File: config.mk
export PLATFORM = sky130hd
export DESIGN_NAME = pmic_wr_engine
export DESIGN_NICKNAME = d
export VERILOG_FILES = /design/src/rtl/pwe_pkg.sv /design/src/rtl/pwe_phase_timer.sv /design/src/rtl/pwe_bit_seq.sv /design/src/rtl/pwe_regs.sv /design/src/rtl/pmic_wr_engine.sv
export SDC_FILE = /design/constraint.sdc
export NUM_CORES = 1
export LEC_CHECK = 0
export CORE_UTILIZATION = 57
export CTS_BUF_LIST = sky130_fd_sc_hd__clkbuf_16
export DETAILED_ROUTE_END_ITERATION = 10
export GPL_TIMING_DRIVEN = 1
export PLACE_DENSITY = 0.95
export RECOVER_POWER = 50
export SLEW_MARGIN = 20
export SYNTH_ARGS = -nofsm -noshare
export SYNTH_HDL_FRONTEND = slang
export SYNTH_SLANG_ARGS = --single-unit
export TNS_END_PERCENT = 1
File: constraint.sdc
create_clock -name clk -period 7.7 [get_ports clk]
set_input_delay 1.54 -clock clk [delete_from_list [all_inputs] [get_ports clk]]
set_output_delay 1.54 -clock clk [all_outputs]
set_load 0.05 [all_outputs]
File: src/rtl/pwe_pkg.sv
package pwe_pkg;
  localparam int CFG_W  = 8;
  localparam int HI_ADD = 5;
  localparam int LO_ADD = 7;
  localparam int PH_W   = CFG_W + 1;

  typedef enum logic [2:0] {
    ST_IDLE, ST_START, ST_BLO, ST_BHI, ST_PLO, ST_PHI
  } seq_st_t;

  // SCL high phase length in system clocks
  function automatic logic [PH_W-1:0] hi_len(input logic [CFG_W-1:0] c);
    return PH_W'(c) + PH_W'(HI_ADD);
  endfunction

  // SCL low phase length in system clocks
  function automatic logic [PH_W-1:0] lo_len(input logic [CFG_W-1:0] c);
    return PH_W'(c) + PH_W'(LO_ADD);
  endfunction

  // down-counter value reached around the middle of a phase of length len
  function automatic logic [PH_W-1:0] mid_tick(input logic [PH_W-1:0] len);
    return len >> 1;
  endfunction
endpackage

File: src/rtl/pwe_phase_timer.sv
module pwe_phase_timer #(
  parameter int W = 9
) (
  input  logic         clk,
  input  logic         rst_n,
  input  logic         load,
  input  logic [W-1:0] len,
  output logic [W-1:0] count,
  output logic         expire
);
  always_ff @(posedge clk or negedge rst_n) begin
    if (!rst_n)             count <= '0;
    else if (load)          count <= len - W'(1);
    else if (count != '0)   count <= count - W'(1);
  end

  assign expire = (count == '0);
endmodule

File: src/rtl/pwe_bit_seq.sv
module pwe_bit_seq
  import pwe_pkg::*;
#(
  parameter int CW = CFG_W,
  parameter int W  = PH_W
) (
  input  logic          clk,
  input  logic          rst_n,
  input  logic          start,
  input  logic [6:0]    dev,
  input  logic [7:0]    rega,
  input  logic [7:0]    dat,
  input  logic [CW-1:0] hi_cnt,
  input  logic [CW-1:0] lo_cnt,
  input  logic          sda_in,
  output logic          scl_low,
  output logic          sda_low,
  output logic          done,
  output logic          nack
);
  localparam logic [1:0] LAST_BYTE = 2'd2;
  localparam logic [3:0] ACK_POS   = 4'd8;

  seq_st_t      st, st_n;
  logic [3:0]   bit_idx;
  logic [1:0]   byte_idx;
  logic         sda_q, nack_q, fresh_q;
  logic         ld, tmr_exp;
  logic [W-1:0] ld_len, tmr_cnt, hlen, llen;
  logic [7:0]   cur_byte;
  logic         ack_slot, tx_bit, ack_sample;

  assign hlen       = hi_len(hi_cnt);
  assign llen       = lo_len(lo_cnt);
  assign ack_slot   = (bit_idx == ACK_POS);
  assign ack_sample = (st == ST_BHI) && ack_slot && (tmr_cnt == mid_tick(hlen));

  always_comb begin
    case (byte_idx)
      2'd0:    cur_byte = {dev, 1'b0};
      2'd1:    cur_byte = rega;
      default: cur_byte = dat;
    endcase
  end
  assign tx_bit = cur_byte[3'd7 - bit_idx[2:0]];

  pwe_phase_timer #(.W(W)) u_tmr (
    .clk(clk), .rst_n(rst_n), .load(ld), .len(ld_len),
    .count(tmr_cnt), .expire(tmr_exp)
  );

  always_comb begin
    st_n = st; ld = 1'b0; ld_len = hlen;
    case (st)
      ST_IDLE:  if (start)   begin st_n = ST_START; ld = 1'b1; end
      ST_START: if (tmr_exp) begin st_n = ST_BLO; ld = 1'b1; ld_len = llen; end
      ST_BLO:   if (tmr_exp) begin st_n = ST_BHI; ld = 1'b1; end
      ST_BHI:   if (tmr_exp) begin
        ld = 1'b1; ld_len = llen;
        st_n = (ack_slot && (nack_q || byte_idx == LAST_BYTE)) ? ST_PLO : ST_BLO;
      end
      ST_PLO:   if (tmr_exp) begin st_n = ST_PHI; ld = 1'b1; end
      ST_PHI:   if (tmr_exp) st_n = ST_IDLE;
      default:  st_n = ST_IDLE;
    endcase
  end

  always_ff @(posedge clk or negedge rst_n) begin
    if (!rst_n) begin
      st <= ST_IDLE; bit_idx <= '0; byte_idx <= '0;
      sda_q <= 1'b1; nack_q <= 1'b0; fresh_q <= 1'b0;
    end else begin
      st      <= st_n;
      fresh_q <= ld;
      if (st == ST_IDLE && start) begin
        bit_idx <= '0; byte_idx <= '0; nack_q <= 1'b0; sda_q <= 1'b0;
      end
      if (st == ST_BLO && !fresh_q) sda_q <= ack_slot ? 1'b1 : tx_bit;
      if (st == ST_PLO && !fresh_q) sda_q <= 1'b0;
      if (st == ST_PHI && tmr_exp)  sda_q <= 1'b1;
      if (ack_sample)               nack_q <= sda_in;
      if (st == ST_BHI && tmr_exp) begin
        if (ack_slot) begin bit_idx <= '0; byte_idx <= byte_idx + 2'd1; end
        else          bit_idx <= bit_idx + 4'd1;
      end
    end
  end

  assign scl_low = (st == ST_BLO) || (st == ST_PLO);
  assign sda_low = !sda_q;
  assign done    = (st == ST_PHI) && tmr_exp;
  assign nack    = nack_q;

  // checker-side phase length measurement, independent of the timer
  seq_st_t      st_d;
  logic [W:0]   run_c, cyc_in;
  assign cyc_in = (st != st_d) ? (W+1)'(1) : run_c + (W+1)'(1);
  always_ff @(posedge clk or negedge rst_n) begin
    if (!rst_n) begin st_d <= ST_IDLE; run_c <= '0; end
    else        begin st_d <= st;      run_c <= cyc_in; end
  end

  a_r4_low_phase_len: assert property (@(posedge clk) disable iff (!rst_n)
    (st == ST_BLO && st_n != ST_BLO) |-> cyc_in == {1'b0, llen});
  a_r4_high_phase_len: assert property (@(posedge clk) disable iff (!rst_n)
    (st == ST_BHI && st_n != ST_BHI) |-> cyc_in == {1'b0, hlen});
  a_r7_sda_still_scl_high: assert property (@(posedge clk) disable iff (!rst_n)
    (st == ST_BHI) |-> $stable(sda_q));
  a_r10_idle_released: assert property (@(posedge clk) disable iff (!rst_n)
    (st == ST_IDLE) |-> (!scl_low && !sda_low));
  a_r8_nack_ends_frame: assert property (@(posedge clk) disable iff (!rst_n)
    (st == ST_BHI && tmr_exp && ack_slot && nack_q) |=> st == ST_PLO);
endmodule

File: src/rtl/pwe_regs.sv
module pwe_regs #(
  parameter int AW = 2,
  parameter int DW = 32,
  parameter int CW = 8
) (
  input  logic          clk,
  input  logic          rst_n,
  input  logic          wr_en,
  input  logic [AW-1:0] addr,
  input  logic [DW-1:0] wdata,
  output logic [DW-1:0] rdata,
  input  logic          seq_done,
  input  logic          seq_nack,
  output logic          start,
  output logic [6:0]    dev,
  output logic [7:0]    rega,
  output logic [7:0]    dat,
  output logic [CW-1:0] hi_cnt,
  output logic [CW-1:0] lo_cnt,
  output logic          err
);
  localparam logic [AW-1:0] A_CMD  = AW'(0);
  localparam logic [AW-1:0] A_CLK  = AW'(1);
  localparam logic [AW-1:0] A_MODE = AW'(2);
  localparam int GO_BIT = 24;
  localparam int HS_BIT = 3;

  logic       valid_q, hs_q;
  logic [1:0] mc_q;
  logic       cmd_wr;

  assign cmd_wr = wr_en && addr == A_CMD && !valid_q;
  assign start  = cmd_wr && wdata[GO_BIT];

  always_ff @(posedge clk or negedge rst_n) begin
    if (!rst_n) begin
      dev <= '0; rega <= '0; dat <= '0; valid_q <= 1'b0; err <= 1'b0;
      hi_cnt <= '0; lo_cnt <= '0; hs_q <= 1'b0; mc_q <= '0;
    end else begin
      if (cmd_wr) begin
        dev     <= wdata[6:0];
        rega    <= wdata[15:8];
        dat     <= wdata[23:16];
        valid_q <= wdata[GO_BIT];
        if (wdata[GO_BIT]) err <= 1'b0;
      end
      if (seq_done) begin
        valid_q <= 1'b0;
        if (seq_nack) err <= 1'b1;
      end
      if (wr_en && addr == A_CLK) begin
        hi_cnt <= wdata[CW-1:0];
        lo_cnt <= wdata[2*CW-1:CW];
      end
      if (wr_en && addr == A_MODE) begin
        hs_q <= wdata[HS_BIT];
        mc_q <= wdata[1:0];
      end
    end
  end

  always_comb begin
    case (addr)
      A_CMD:   rdata = DW'({valid_q, dat, rega, 1'b0, dev});
      A_CLK:   rdata = DW'({lo_cnt, hi_cnt});
      A_MODE:  rdata = DW'({hs_q, 1'b0, mc_q});
      default: rdata = '0;
    endcase
  end

  logic unused_wbits;
  assign unused_wbits = ^{wdata[DW-1:GO_BIT+1], wdata[7]};

  a_r3_busy_write_ignored: assert property (@(posedge clk) disable iff (!rst_n)
    (wr_en && addr == A_CMD && valid_q) |=> $stable({dev, rega, dat}));
  a_r2_flag_drops_on_done: assert property (@(posedge clk) disable iff (!rst_n)
    seq_done |=> !valid_q);
  a_r8_err_from_nack: assert property (@(posedge clk) disable iff (!rst_n)
    $rose(err) |-> $past(seq_done && seq_nack));
  a_r9_err_clears_on_start: assert property (@(posedge clk) disable iff (!rst_n)
    $fell(err) |-> $past(start));
endmodule

File: src/rtl/pmic_wr_engine.sv
module pmic_wr_engine
  import pwe_pkg::*;
(
  input  logic        clk,
  input  logic        rst_n,
  input  logic        reg_wr_en,
  input  logic [1:0]  reg_addr,
  input  logic [31:0] reg_wdata,
  output logic [31:0] reg_rdata,
  input  logic        sda_in,
  output logic        scl_drv_low,
  output logic        sda_drv_low,
  output logic        err_flag
);
  logic             start, done, nack;
  logic [6:0]       dev;
  logic [7:0]       rega, dat;
  logic [CFG_W-1:0] hi_cnt, lo_cnt;

  pwe_regs #(.AW(2), .DW(32), .CW(CFG_W)) u_regs (
    .clk(clk), .rst_n(rst_n), .wr_en(reg_wr_en), .addr(reg_addr),
    .wdata(reg_wdata), .rdata(reg_rdata), .seq_done(done), .seq_nack(nack),
    .start(start), .dev(dev), .rega(rega), .dat(dat),
    .hi_cnt(hi_cnt), .lo_cnt(lo_cnt), .err(err_flag)
  );

  pwe_bit_seq #(.CW(CFG_W), .W(PH_W)) u_seq (
    .clk(clk), .rst_n(rst_n), .start(start), .dev(dev), .rega(rega),
    .dat(dat), .hi_cnt(hi_cnt), .lo_cnt(lo_cnt), .sda_in(sda_in),
    .scl_low(scl_drv_low), .sda_low(sda_drv_low), .done(done), .nack(nack)
  );
endmodule

==> metrics.csv, run 1 <==
metric,value,unit
outcome,"complete, but fails checks",
failing checks,"max-capacitance violations, max-slew violations",
Synth Flop Type,dfrtp_1,
crit start category,input pin,
# nets final,487,
Sink Count,65,
vias after detailed routing,3385,
synthesis-to-layout area growth,22.4,%
"critical path fanouts, max",20,
Gate Count Post-Synth,385,
Post-CTS Resized,0,
setup_tns,0,ps
worst-case clock buffer depth,2,
Synth cell types,69,
"most common cell after layout, fill and taps aside",dfrtp_1,
Initial Utilization,59.1,%
DIE HEIGHT,86.0,um
WP data arrival,3920,ps
gr ovfl total,0,
most frequent cells in the layout,"dfrtp_1 (64), clkdlybuf4s50_1 (54), mux2_2 (45), nor2_1 (30), mux2i_1 (27)",
crit share post-route,71.0,%
number of fill cells,445,
number of max-cap violations,2,
root buf cell,clkbuf_16,
Worst-Skew Late Latency,340,ps
largest net degree at the start of global routing,66,
placed wire-length estimate,6990,um
unrepaired setup endpoints after global routing,no,
final hold violation count,0,
relative max-transition margin,-132,%
CP Class,input pin to output pin,
# diodes,0,
antenna violations before repair,0,
ANT nets after route,0,
Ys Warns,0,
final WL,10300,um
CTS Hold Bufs,0,
Hold Path Class,flip-flop to flip-flop,
share of flip-flops with an asynchronous set or reset,100,%
Die Area,7390,um2
Worst VDD drop,0.209,mV
GRT Util Overall,29.9,%
Site Rows,30,
CP Capture Type,output pin,
vias in the first global route,3342,
Period minus WS final,5460,ps
CTS tree,done,
gp weighted congestion,0.910,
Port Buf Inserts,58,
first-pass GRT wire length,16700,um
worst path required time,6160,ps
I/O pin total,73,
"Clk pin slew, worst setup/hold paths",50,ps
Setup Viol. Count Final,0,
mean post-synth cell area,10.4,um2
fin. max-slew vios,93,
DIE WIDTH,86.0,um
DRT iter0 DRCs,335,
Avg WL per Cell,19.0,um
Max H-tree Level,3,
Via density,6.25,
core area,6790,um2
leak pwr,2.00,nW
Post-synth EDFFs,0,
post-synthesis cell area,4020,um2
CTS buffer count,9,
Max Fclk,183,MHz
Cell Pwr Density,355,nW/um2
post-synthesis sequential area ratio,40.5,%
DRC viols,0,
DR pass1 iterations,5,
Final Skew,9.50,ps
"Setup Fix Bufs, Post-CTS",0,
Design Power,1.75,mW
Yosys reg bits,65,
worst slew pin tran,3480,ps
layout cell share with drive strength beyond 1,17.3,%
layer usage:
layer / part of all wire, % / vias to the layer above / track usage, %
li1: - / 1508 / -
met1: 41 / 1656 / 37.4
met5: 0 / - / 0
met3: 6.7 / 37 / 5.29
met2: 49 / 184 / 50.6
met4: 3.1 / 0 / 13.9
cell type report:
cell class / instances / area [um2] / share of cell area [%]
sequential: 65 / 1630 / 33.1
clock inverter: 7 / 93.8 / 1.91
tap: 96 / 120 / 2.44
multi-input combinational: 291 / 2210 / 45.0
clock buffer: 9 / 225 / 4.58
inverter: 13 / 48.8 / 0.992
timing repair buffer: 61 / 591 / 12.0
final timing paths:
| path | start | end | depth (start not counted) | slack (ps) |
|---|---|---|---|---|
| setup reg to reg | u_seq.u_tmr.count[5] | u_seq.u_tmr.count[6] | 9 | 3850 |
| setup / recovery | reg_addr[1] | reg_rdata[1] | 5 | 2240 |
| max in group asynchronous | rst_n | u_regs.lo_cnt[5] | 2 | 3260 |
| hold / removal | u_regs.err | u_regs.err | 1 | 510 |
| min in group asynchronous | rst_n | u_seq.st[1] | 2 | 2490 |
| hold reg to reg | u_regs.err | u_regs.err | 1 | 510 |
worst max-delay path, stage by stage:
cell and delay, ps:
dlygate4sd3_1 1030, nor2b_1 340, nand2_1 80, o21ai_0 90, clkdlybuf4s50_1 840
cells by family (layout without fill, tap and decap cells):
kind of cell / count (synthesis) / in the layout / synth area share [%]
other: 1 / 7 / 0.0933
AOI/OAI and AO/OA: 70 / 70 / 12.6
and+or+nand+nor: 113 / 113 / 16.2
xor gates and xnor gates: 21 / 21 / 4.58
muxes: 72 / 72 / 19.3
DFF: 65 / 65 / 40.5
buffers and inverters: 35 / 90 / 4.20
adders and majority gates: 8 / 8 / 2.49
per-stage QoR:
stage	area, um2	util (%)	instances	hold WS (ps)	setup slack, ps
final	4920	72.4	542	506	2240
after global routing	4920	72.4	542	515	2150
after detailed placement	4640	68.3	526	495	2250
after global placement	4640	68.3	526	487	2320
after floorplan	4040	-	391	479	2990
after CTS	4960	73.0	542	509	2200
cell usage after synthesis, types with 2 or more instances:
library cell	instances	area share, %
a2111oi_0	2	0.44
a211oi_1	5	0.93
a21oi_1	12	1.5
a22o_1	6	1.3
a22oi_1	3	0.56
a311oi_1	2	0.44
and2_1	9	1.4
and3_1	3	0.47
buf_1	3	0.28
buf_2	3	0.37
buf_4	9	1.7
clkbuf_1	7	0.65
dfrtp_1	64	40
ha_1	8	2.5
inv_1	12	1.1
mux2_2	45	13
mux2i_1	27	6.7
nand2_1	24	2.2
nand2b_1	3	0.47
nand3_1	8	1.0
nand3b_1	3	0.56
nand4_1	4	0.62
nor2_1	30	2.8
nor2b_1	2	0.31
nor3_1	9	1.1
o211ai_1	3	0.56
o21ai_0	15	1.9
o22ai_1	2	0.31
o31ai_1	3	0.56
xnor2_1	10	2.2
xor2_1	11	2.4
state kept, by name (all words and copies together) (netlist names), 2 cells and up:
signal,flops
u_seq.st,3
u_regs.dev,7
u_seq.u_tmr.count,9
u_regs.dat,8
u_seq.bit_idx,4
u_regs.hi_cnt,8
u_regs.rega,8
u_regs.lo_cnt,8
u_regs.mc_q,2
u_seq.byte_idx,2
power breakdown:
group          switching (mW)  internal [mW]
combinational           0.381          0.296
clock                   0.157          0.283
sequential              0.162          0.469
No activity file was read; power rests on OpenSTA's default activity.
==> inputs of run 2 (changes only) <==
CORE_UTILIZATION = 53   (was 57)
PLACE_DENSITY = 0.9   (was 0.95)
clock period = 5.6 ns   (was 7.7 ns; I/O delays follow)
==> metrics.csv, run 2 (synthesis results as in run 1) <==
metric,value,unit,change
final hold violation count,0,,unchanged
"Setup Fix Bufs, Post-CTS",0,,unchanged
"critical path fanouts, max",13,,-35%
core area,7290,um2,+7.3%
vias after detailed routing,3303,,-2.4%
Via density,6.05,,-3.1%
Worst-Skew Late Latency,340,ps,about the same
worst slack at placement,885,ps,-1360 ps
# diodes,0,,unchanged
Period minus WS final,4950,ps,
Util after Layout,67.5,%,-4.9 points
Cell Pwr Density,483,nW/um2,+36%
Post-Layout Inst Area,4920,um2,about the same
Worst VDD drop,0.264,mV,+26%
DRT iter0 DRCs,259,,-23%
most frequent cells in the layout,"dfrtp_1 (64), clkdlybuf4s50_1 (54), mux2_2 (45), nor2_1 (30), mux2i_1 (27)",,
Die Area,7930,um2,+7.4%
crit start category,input pin,,
# nets final,488,,+0.21%
Design Power,2.38,mW,+36%
CTS Hold Bufs,0,,unchanged
placed wire-length estimate,7150,um,+2.2%
Port Buf Inserts,58,,unchanged
"Clk pin slew, worst setup/hold paths",60,ps,about the same
layout cell share with drive strength beyond 1,16.8,%,-0.49 points
final WL,9950,um,-3.6%
DIE WIDTH,89.1,um,+3.6%
leak pwr,2.00,nW,+0.17%
gr ovfl total,0,,unchanged
failing checks,"max-capacitance violations, max-slew violations",,
Max H-tree Level,3,,unchanged
WP data arrival,3830,ps,-90 ps
hold_ws,497,ps,-8.48 ps
CP Capture Type,output pin,,
number of fill cells,572,,+29%
first-pass GRT wire length,16000,um,-4.5%
"delay-heaviest family, CP",buffers and inverters,,
DR pass1 iterations,7,,+2
Buf/Inv on CP,3,,+1
Max Fclk,202,MHz,
setup_tns,0,ps,unchanged
ANT nets after route,0,,unchanged
Placed Area,4650,um2,+0.24%
"most common cell after layout, fill and taps aside",dfrtp_1,,
Placed Instances,530,,+0.76%
unrepaired setup endpoints after global routing,no,,
worst path required time,4480,ps,-1680 ps
GRT Util Overall,27.4,%,-2.6 points
Sink Count,65,,unchanged
largest net degree at the start of global routing,66,,unchanged
root buf cell,clkbuf_16,,
DRC viols,0,,unchanged
CTS buffer count,9,,unchanged
CTS tree,done,,
Critical Path Max Stage Delay,970,ps,-60 ps
Final Non-Filler Cells,546,,+0.74%
critical-path cell list,dlygate4sd3_1 -> clkbuf_1 -> mux2i_1 -> nor2_1 -> clkdlybuf4s50_1,,
max FFs per register,9,,unchanged
synthesis-to-layout area growth,22.5,%,about the same
vias in the first global route,3151,,-5.7%
fin. max-slew vios,93,,unchanged
relative max-transition margin,-129,%,+3.4 points
"Most flops, register",u_seq.u_tmr.count,,
worst-case clock buffer depth,2,,unchanged
Final Skew,9.56,ps,+0.0596 ps
crit share post-route,88.5,%,
gp weighted congestion,0.900,,-1.1%
Avg WL per Cell,18.2,um,-4.3%
DIE HEIGHT,89.1,um,+3.6%
I/O pin total,73,,unchanged
number of max-cap violations,2,,unchanged
outcome,"complete, but fails checks",,
Site Rows,31,,+3.3%
antenna violations before repair,0,,unchanged
Initial Utilization,55.1,%,-4.0 points
Post-CTS Resized,0,,unchanged
CP max-delay cell,dlygate4sd3_1,,
CP Class,input pin to output pin,,
Setup Viol. Count Final,0,,unchanged
Hold Path Class,flip-flop to flip-flop,,
"Worst Setup Slack, final",646,ps,-1590 ps
worst slew pin tran,3430,ps,-50.8 ps
run 2: path summary, 6_finish.rpt:
| kind | slack [ps] | cells past startpoint | from | endpoint |
|---|---|---|---|---|
| worst max-delay path | 650 | 5 | reg_addr[0] | reg_rdata[11] |
| worst min-delay path | 500 | 1 | u_regs.err | u_regs.err |
| worst max register to register | 1600 | 9 | u_seq.u_tmr.count[5] | u_seq.u_tmr.count[6] |
| worst min register to register | 500 | 1 | u_regs.err | u_regs.err |
| max in group asynchronous | 1620 | 2 | rst_n | u_seq.u_tmr.count[5] |
| min in group asynchronous | 2040 | 2 | rst_n | u_seq.st[1] |
run 2: per-layer routing:
metal	share of wire, %	wire length (um)	global-route usage [%]	vias up
li1	-	-	-	1511
met1	41	4120	34.8	1637
met2	51	5050	47.8	137
met3	5.9	583	4.06	18
met4	2.0	204	9.52	0
met5	0	0	0	-
run 2: where the power goes:
group | switching [mW] | internal (mW) | total, mW
Combinational | 0.510 | 0.407 | 0.916
Clock | 0.210 | 0.385 | 0.596
Sequential | 0.220 | 0.645 | 0.865
run 2: cell type report:
type | count | area, um2 | area share (%)
clock buffers | 9 | 225 | 4.58
inverters | 13 | 48.8 | 0.992
flip-flops and latches | 65 | 1630 | 33.1
multi-input cells | 291 | 2210 | 45.0
well taps | 99 | 124 | 2.52
clock inverters | 7 | 87.6 | 1.78
repair buffers | 62 | 594 | 12.1
==> inputs of run 3 (changes only) <==
CELL_PAD_IN_SITES_DETAIL_PLACEMENT = 0   (was unset)
CELL_PAD_IN_SITES_GLOBAL_PLACEMENT = 1   (was unset)
CORE_UTILIZATION = 41   (was 53)
PLACE_DENSITY = 0.89   (was 0.9)
==> metrics.csv, run 3 (synthesis results as in run 1) <==
metric,value,unit,change
WP data arrival,3770,ps,-60 ps
"delay-heaviest family, CP",buffers and inverters,,
Final Non-Filler Cells,576,,+5.5%
GRT Util Overall,20.9,%,-6.5 points
CTS tree,done,,
core area,9370,um2,+29%
setup_tns,0,ps,unchanged
crit share post-route,87.2,%,-1.2 points
crit start category,input pin,,
Cell Pwr Density,470,nW/um2,-2.8%
hold_ws,498,ps,+0.437 ps
Critical Path Max Stage Delay,950,ps,-20 ps
Worst Setup EP,reg_rdata[12],,
Period minus WS final,4890,ps,-68.4 ps
outcome,"complete, but fails checks",,
leak pwr,1.98,nW,-1.0%
Initial Utilization,42.9,%,-12 points
Final Skew,3.63,ps,-5.93 ps
Max Fclk,205,MHz,+1.4%
origin of the critical flop-to-flop path,u_seq.u_tmr.count[5],,
reg-to-reg endpoint,u_seq.u_tmr.count[6],,
CP max-delay cell,dlygate4sd3_1,,
Worst VDD drop,0.230,mV,-13%
DRT iter0 DRCs,121,,-53%
Placed Instances,560,,+5.7%
"critical path fanouts, max",12,,-1
layout cell share with drive strength beyond 1,17.4,%,+0.67 points
"most common cell after layout, fill and taps aside",dfrtp_1,,
final hold violation count,0,,unchanged
Port Buf Inserts,58,,unchanged
ANT nets after route,0,,unchanged
Seq. cell area,1630,um2,unchanged
relative max-transition margin,-137,%,-8.4 points
Avg WL per Cell,17.2,um,-5.5%
"Worst Setup Slack, final",714,ps,+68.4 ps
I/O pin total,73,,unchanged
most frequent cells in the layout,"dfrtp_1 (64), clkdlybuf4s50_1 (54), mux2_2 (45), nor2_1 (30), mux2i_1 (27)",,
DIE HEIGHT,101,um,+13%
final WL,9920,um,-0.28%
unrepaired setup endpoints after global routing,no,,
DIE WIDTH,101,um,+13%
Site Rows,35,,+13%
CP Class,input pin to output pin,,
max FFs per register,9,,unchanged
Buf/Inv on CP,3,,unchanged
largest net degree at the start of global routing,66,,unchanged
# nets final,488,,unchanged
"Most flops, register",u_seq.u_tmr.count,,
synthesis-to-layout area growth,22.7,%,
Die Area,10200,um2,+29%
CP startpoint,reg_addr[0],,
number of fill cells,862,,+51%
first-pass GRT wire length,16000,um,+0.18%
DR pass1 iterations,4,,-3
Sink Count,65,,unchanged
Via density,5.46,,-9.7%
placed wire-length estimate,7260,um,+1.6%
CTS buffer count,9,,unchanged
Hold Path Class,flip-flop to flip-flop,,
multi-input logic area,2210,um2,unchanged
Max H-tree Level,3,,unchanged
fin. max-slew vios,93,,unchanged
worst-case clock buffer depth,2,,unchanged
CTS Hold Bufs,0,,unchanged
vias in the first global route,3124,,-0.86%
antenna violations before repair,0,,unchanged
register-to-register setup slack,1760,ps,+160 ps
failing checks,"max-capacitance violations, max-slew violations",,
worst slew pin tran,3560,ps,+125 ps
worst slack at placement,915,ps,+29.8 ps
"Clk pin slew, worst setup/hold paths",60,ps,about the same
gr ovfl total,0,,unchanged
Crit path depth,5,,unchanged
reg2reg path depth,9,,unchanged
CP Capture Type,output pin,,
Worst-Skew Late Latency,340,ps,about the same
worst path required time,4480,ps,about the same
root buf cell,clkbuf_16,,
vias after detailed routing,3147,,-4.7%
critical-path cell list,dlygate4sd3_1 -> clkbuf_1 -> mux2i_1 -> nor2_1 -> clkdlybuf4s50_1,,
Post-CTS Resized,0,,unchanged
DRC viols,0,,unchanged
"Setup Fix Bufs, Post-CTS",0,,unchanged
Setup Viol. Count Final,0,,unchanged
number of max-cap violations,2,,unchanged
# diodes,0,,unchanged
gp weighted congestion,0.854,,-5.2%
[run 3: area by class of cell]
class	count	share of cell area, %
inverters	13	0.990
multi-input cells	291	44.9
repair buffers	62	12.1
clock buffers	9	4.57
flip-flops and latches	65	33.0
well taps	129	3.27
clock inverters	7	1.24
[run 3: per-layer routing]
metal | part of all wire, % | vias up | global-route usage (%)
li1 | - | 1506 | -
met1 | 46 | 1525 | 28.0
met2 | 46 | 100 | 32.9
met3 | 5.3 | 16 | 5.20
met4 | 1.8 | 0 | 7.02
met5 | 0 | - | 0
[run 3: worst min-delay path by stage]
stage / start / depth (start not counted) / endpoint / slack [ps]
after global placement: u_regs.err / 1 / u_regs.err / 490
final: u_regs.err / 1 / u_regs.err / 500
after floorplan: u_regs.hs_q / 1 / u_regs.hs_q / 480
after global routing: u_regs.err / 1 / u_regs.err / 530
after detailed placement: u_regs.err / 1 / u_regs.err / 500
after CTS: u_regs.err / 1 / u_regs.err / 510
[run 3: report_power, final]
group / internal [mW] / switching [mW]
Clock: 0.309 / 0.240
Combinational: 0.406 / 0.504
Sequential: 0.645 / 0.212
[run 3: stage by stage]
| step | power (mW) | instance area (um2) | utilization [%] |
|---|---|---|---|
| floorplan | 1.51 | 4040 | - |
| global placement | 1.76 | 4690 | 50.0 |
| detailed placement | 1.78 | 4690 | 50.0 |
| CTS | 2.34 | 4970 | 53.1 |
| global route | 2.46 | 4930 | 52.6 |
| finish | 2.32 | 4930 | 52.6 |
